**config.mk**
```make
export PLATFORM = sky130hd
export DESIGN_NAME = sync_hunter
export DESIGN_NICKNAME = d
export VERILOG_FILES = /design/src/rtl/sync_hunter_pkg.sv /design/src/rtl/sync_hunter_window.sv /design/src/rtl/sync_hunter_diff.sv /design/src/rtl/sync_hunter.sv
export SDC_FILE = /design/constraint.sdc
export NUM_CORES = 1
export LEC_CHECK = 0
export ABC_CLOCK_PERIOD_IN_PS = 6970
export CORE_MARGIN = 2
export CORE_UTILIZATION = 30
export CTS_BUF_LIST = sky130_fd_sc_hd__clkbuf_16
export DETAILED_ROUTE_END_ITERATION = 8
export DONT_BUFFER_PORTS = 1
export GPL_ROUTABILITY_DRIVEN = 0
export GPL_TIMING_DRIVEN = 0
export PLACE_DENSITY = 0.53
export SLEW_MARGIN = 15
export SYNTH_ARGS = -nofsm -noshare
export SYNTH_HDL_FRONTEND = slang
export SYNTH_SLANG_ARGS = --single-unit
```
**constraint.sdc**
```tcl
create_clock -name clk -period 6.97 [get_ports clk]
set_input_delay 2.091 -clock clk [delete_from_list [all_inputs] [get_ports clk]]
set_output_delay 2.091 -clock clk [all_outputs]
set_load 0.02 [all_outputs]
```
**src/rtl/sync_hunter_pkg.sv**
```systemverilog
package sync_hunter_pkg;
    localparam int DEF_MAX_LEN  = 24;
    localparam int DEF_BASE_LEN = 12;
    localparam int DEF_LEN_STEP = 4;
    localparam int DEF_SEL_W    = 2;
    localparam int DEF_TOL_W    = 2;
endpackage

```
**src/rtl/sync_hunter_window.sv**
```systemverilog
// Turns the length code into the window size and a per-bit enable mask.
module sync_hunter_window #(
    parameter int MAX_LEN  = 24,
    parameter int BASE_LEN = 12,
    parameter int LEN_STEP = 4,
    parameter int SEL_W    = 2,
    localparam int CNT_W   = $clog2(MAX_LEN + 1)
) (
    input  logic [SEL_W-1:0]   len_sel,
    output logic [CNT_W-1:0]   need,
    output logic [MAX_LEN-1:0] mask
);
    always_comb begin
        need = CNT_W'(BASE_LEN + LEN_STEP * int'(len_sel));
    end

    for (genvar i = 0; i < MAX_LEN; i++) begin : g_mask
        assign mask[i] = (CNT_W'(i) < need);
    end
endmodule

```
**src/rtl/sync_hunter_diff.sv**
```systemverilog
// Counts the positions inside the window where history and pattern differ.
module sync_hunter_diff #(
    parameter int MAX_LEN = 24,
    localparam int CNT_W  = $clog2(MAX_LEN + 1)
) (
    input  logic [MAX_LEN-1:0] hist,
    input  logic [MAX_LEN-1:0] pattern,
    input  logic [MAX_LEN-1:0] mask,
    output logic [CNT_W-1:0]   miss
);
    logic [MAX_LEN-1:0] diff_bits;

    assign diff_bits = (hist ^ pattern) & mask;

    always_comb begin
        miss = '0;
        for (int i = 0; i < MAX_LEN; i++) begin
            miss = miss + CNT_W'(diff_bits[i]);
        end
    end
endmodule

```
**src/rtl/sync_hunter.sv**
```systemverilog
module sync_hunter
    import sync_hunter_pkg::*;
#(
    parameter int MAX_LEN  = DEF_MAX_LEN,
    parameter int BASE_LEN = DEF_BASE_LEN,
    parameter int LEN_STEP = DEF_LEN_STEP,
    parameter int SEL_W    = DEF_SEL_W,
    parameter int TOL_W    = DEF_TOL_W
) (
    input  logic               clk,
    input  logic               rst,
    input  logic               bit_en,
    input  logic               bit_in,
    input  logic [MAX_LEN-1:0] pattern,
    input  logic [SEL_W-1:0]   len_sel,
    input  logic [TOL_W-1:0]   tol_sel,
    output logic               sync_hit
);
    localparam int CNT_W = $clog2(MAX_LEN + 1);

    typedef struct packed {
        logic [MAX_LEN-1:0] hist;
        logic [CNT_W-1:0]   fill;
        logic               hit;
    } state_t;

    state_t state_q, state_d;

    logic [MAX_LEN-1:0] hist_shift;
    logic [CNT_W-1:0]   fill_inc;
    logic [CNT_W-1:0]   need;
    logic [MAX_LEN-1:0] mask;
    logic [CNT_W-1:0]   miss;

    // Candidate history and fill count for the bit now offered.
    assign hist_shift = {state_q.hist[MAX_LEN-2:0], bit_in};
    assign fill_inc   = (state_q.fill == CNT_W'(MAX_LEN)) ? state_q.fill
                                                          : state_q.fill + 1'b1;

    sync_hunter_window #(
        .MAX_LEN (MAX_LEN),
        .BASE_LEN(BASE_LEN),
        .LEN_STEP(LEN_STEP),
        .SEL_W   (SEL_W)
    ) u_window (
        .len_sel(len_sel),
        .need   (need),
        .mask   (mask)
    );

    sync_hunter_diff #(
        .MAX_LEN(MAX_LEN)
    ) u_diff (
        .hist   (hist_shift),
        .pattern(pattern),
        .mask   (mask),
        .miss   (miss)
    );

    always_comb begin
        state_d     = state_q;
        state_d.hit = 1'b0;
        if (bit_en) begin
            state_d.hist = hist_shift;
            state_d.fill = fill_inc;
            state_d.hit  = (fill_inc >= need) && (miss <= CNT_W'(tol_sel));
        end
        if (rst) begin
            state_d = '0;
        end
    end

    always_ff @(posedge clk) begin
        state_q <= state_d;
    end

    assign sync_hit = state_q.hit;
endmodule

```
==> metrics.md <==
| Metric | Value |
|---|---|
| Status | `finished, final reports clean` |
| DRC | `0` |
| Worst min path class | `flip-flop to flip-flop` |
| Worst-Margin Slew | `0.576 ns` |
| ANT nets after route | `0` |
| CP Class | `input pin to flip-flop` |
| Util after Layout | `0.368` |
| Num rows | `30` |
| Total number of vias | `1444` |
| Num CTS Buffers | `5` |
| Gate power share | `0.544` |
| NetSw | `0.301 mW` |
| Data arrival time of the worst path | `7.04 ns` |
| Ys async rst share | `0` |
| Internal | `0.508 mW` |
| Routed len/inst | `12.7 um` |
| EDFF count, synth | `0` |
| Fin crit share | `0.989` |
| Mux contribution to synthesized area | `0.111` |
| TritonCTS clock tree | `built` |
| Design area | `0.00253 mm2` |
| Fmax | `145 MHz` |
| Clock-pin slew on the worst setup and hold paths | `0.05 ns` |
| CP Depth | `21` |
| Number of distinct library cells after synthesis | `29` |
| Crit path largest cell delay | `0.59 ns` |
| Dpl cells | `326` |
| Crit path cell chain | `clkinvlp_4 -> ha_4 -> nand2_4 -> nor2_4 -> nor2_1 -> ha_1 -> inv_1 -> fa_1 -> inv_2 -> fa_1 -> fa_1 -> fa_1 -> fa_1 -> fa_2 -> inv_2 -> fa_1 -> inv_2 -> ha_4 -> a21oi_2 -> a21oi_2 -> nor3_2` |
| Initial DRT Pass Iterations | `4` |
| Minimum clock period | `6.90 ns` |
| Die extent in y | `88.8 um` |
| Root Buffer | `clkbuf_16` |
| WP data required | `7.12 ns` |
| Synth warn | `0` |
| Nets | `310` |
| CTS hold repair buffers | `0` |
| CP max stage cell | `fa_1` |
| Area Growth Syn to Fin | `17.0%` |
| Top post-synthesis cells by area | `dfxtp_1 27%, fa_1 16%, mux2i_1 11%` |
| N_diodes | `0` |
| DP Area | `0.00230 mm2` |
| Pin count of the biggest net entering global routing | `11` |
| Static Leak | `1.17 nW` |
| Core box area | `0.00687 mm2` |
| CP dominant cell by count | `fa_1` |
| Top_reg_cell synth | `dfxtp_1` |
| Reg power frac | `0.212` |
| Startpoint Class | `input pin` |
| WP buf/inv | `5` |
| Kind of cell adding the most delay to the critical path | `adder cells` |
| Clock buffer depth | `2` |
| Synth cell count leaders | `38 x nor2_1, 30 x inv_1, 29 x dfxtp_1, 24 x mux2i_1, 18 x xnor2_1` |
| Setup crit end kind | `flip-flop` |
| Reg2Reg Depth | `18` |
| Clock Skews | `0.00717 ns` |
| Total global routing overflow | `0` |
| Seq/Total Area, Yosys | `0.269` |
| Fin worst setup slack | `0.0749 ns` |
| Largest family of logic cells by synthesized area | `adder cells` |
| Initial DRC Count | `32` |
| Vias/cell | `4.25` |
| H-tree depth | `2` |
| Switching share of power | `0.372` |
| Post-synth top area share | `0.269` |
| PwrDens | `320 mW/mm2` |
| Max-slew headroom | `0.616` |
| HPWL Detailed | `3470 um` |
| Post-synthesis xor/xnor area fraction | `0.126` |
| Final hold slack | `0.519 ns` |
| Initial antenna violation count | `0` |
| # IOs | `33` |
| Vias in the first global route | `1532` |
| Clock power share | `0.244` |
| Most frequent cell after synthesis | `nor2_1` |
| Mapped cell area | `0.00216 mm2` |
| FF+latch count, synth | `29` |
| Drt total wl | `4330 um` |
| Synth Instances | `230` |
| Synth Area in Adders | `0.256` |
| Starting density of the core | `0.314` |
| First-pass GRT wire length | `7110 um` |
| Setup TNS | `0 ns` |
| Worst-skew pair later-pin latency | `0.27 ns` |
| Post-Synth Simple-Gate Area | `0.134` |
| Total power | `0.809 mW` |
| Worst hold stages | `2` |
| Syn nets | `296` |
| IR drop worst, VDD | `0.109 mV` |
| Die area | `0.00789 mm2` |
| Endpoints failing hold | `0` |
| Syn_area_per_cell | `9.39 um2` |
| Clock sinks | `29` |
| CP max FO | `4` |
| Post-synthesis compound-gate area fraction | `0.0365` |
| Total GRT Usage | `0.119` |
| Maxcap violations | `0` |
| RSZ-0062 raised after global routing | `true` |
| Die width | `88.8 um` |
| Layout cells sized above 1 | `0.119` |
| Slew Limit Fails | `0` |
| Post-synth top area cell | `dfxtp_1` |
| Post-route insts no fill | `340` |
| Final setup fails | `0` |
| Port bufs | `0` |
| Dpl ws | `-0.317 ns` |
[per-layer routing]
metal  up-vias  share of wire  global-route usage
li1        757              -                   -
met1       659           0.47               0.153
met2        24           0.45               0.188
met3         4          0.064              0.0429
met4         0          0.014              0.0372
met5         -              0                   0
[placed cells by master, fill, tap and decap left out, types with 2 or more instances in the layout]
| cell type | n |
|---|---|
| nor2_1 | 36 |
| dfxtp_1 | 29 |
| inv_1 | 27 |
| mux2i_1 | 24 |
| xnor2_1 | 18 |
| fa_1 | 16 |
| ha_1 | 15 |
| xor2_1 | 13 |
| buf_4 | 8 |
| nand2_1 | 7 |
| a21oi_1 | 5 |
| clkbuf_16 | 5 |
| nand3_1 | 3 |
| inv_2 | 3 |
| clkbuf_1 | 3 |
| and2_1 | 2 |
| nand2b_1 | 2 |
| nor3_1 | 2 |
| buf_2 | 2 |
| nand4_1 | 2 |
| a21oi_2 | 2 |
| ha_4 | 2 |
[final timing paths]
check,start,endpoint,slack (ns)
worst max-delay path,len_sel[0],sync_hit$_SDFF_PP0_,0.07
worst min-delay path,hist_shift[23]$_SDFFE_PP0P_,hist_shift[23]$_SDFFE_PP0P_,0.52
worst max register to register,hist_shift[1]$_SDFFE_PP0P_,sync_hit$_SDFF_PP0_,1.96
worst min register to register,hist_shift[23]$_SDFFE_PP0P_,hist_shift[23]$_SDFFE_PP0P_,0.52
[cell families (layout without fill, tap and decap cells)]
logic type | count (synthesis) | count (layout)
and+or+nand+nor | 62 | 62
xor gates and xnor gates | 31 | 31
AOI/OAI and AO/OA | 13 | 13
adders and majority gates | 34 | 34
DFF | 29 | 29
buffers and inverters | 37 | 51
muxes | 24 | 24
[tightest hold or removal path, delay by kind of cell (launching register included)]
kind	cells	cell delay, ns
multiplexers	1	0.07
flip-flops	1	0.34
AND/OR/NAND/NOR	1	0.07
[flip-flops by register name, summed over array words and instances (netlist names)]
name	count
state_q	5
sync_hit	1
hist_shift	23
[final cells by class]
cell class / count / area (um2)
Timing Repair Buffer: 7 / 52.6
Clock buffer: 5 / 125
Sequential cell: 29 / 581
Clock inverter: 2 / 7.51
Buffer: 7 / 32.5
Tap cell: 96 / 120
Inverter: 30 / 116
Multi-Input combinational cell: 164 / 1490
Fill cell: 701 / 4340
[power by group through the flow]
stage	clock network (mW)	logic (mW)	registers, mW
after global placement	0	0.342	0.175
after global routing	0.211	0.517	0.172
after detailed placement	0	0.351	0.175
final	0.197	0.440	0.172
after floorplan	0	0.281	0.174
after CTS	0.202	0.353	0.172
[repair_timing]
item / CTS / global route
gates resized for setup: 0 / 12
buffers inserted: 2 / 5
setup endpoints to repair: 1 / 1
pin swaps: 2 / 15
Power figures use the tool's default switching activity.
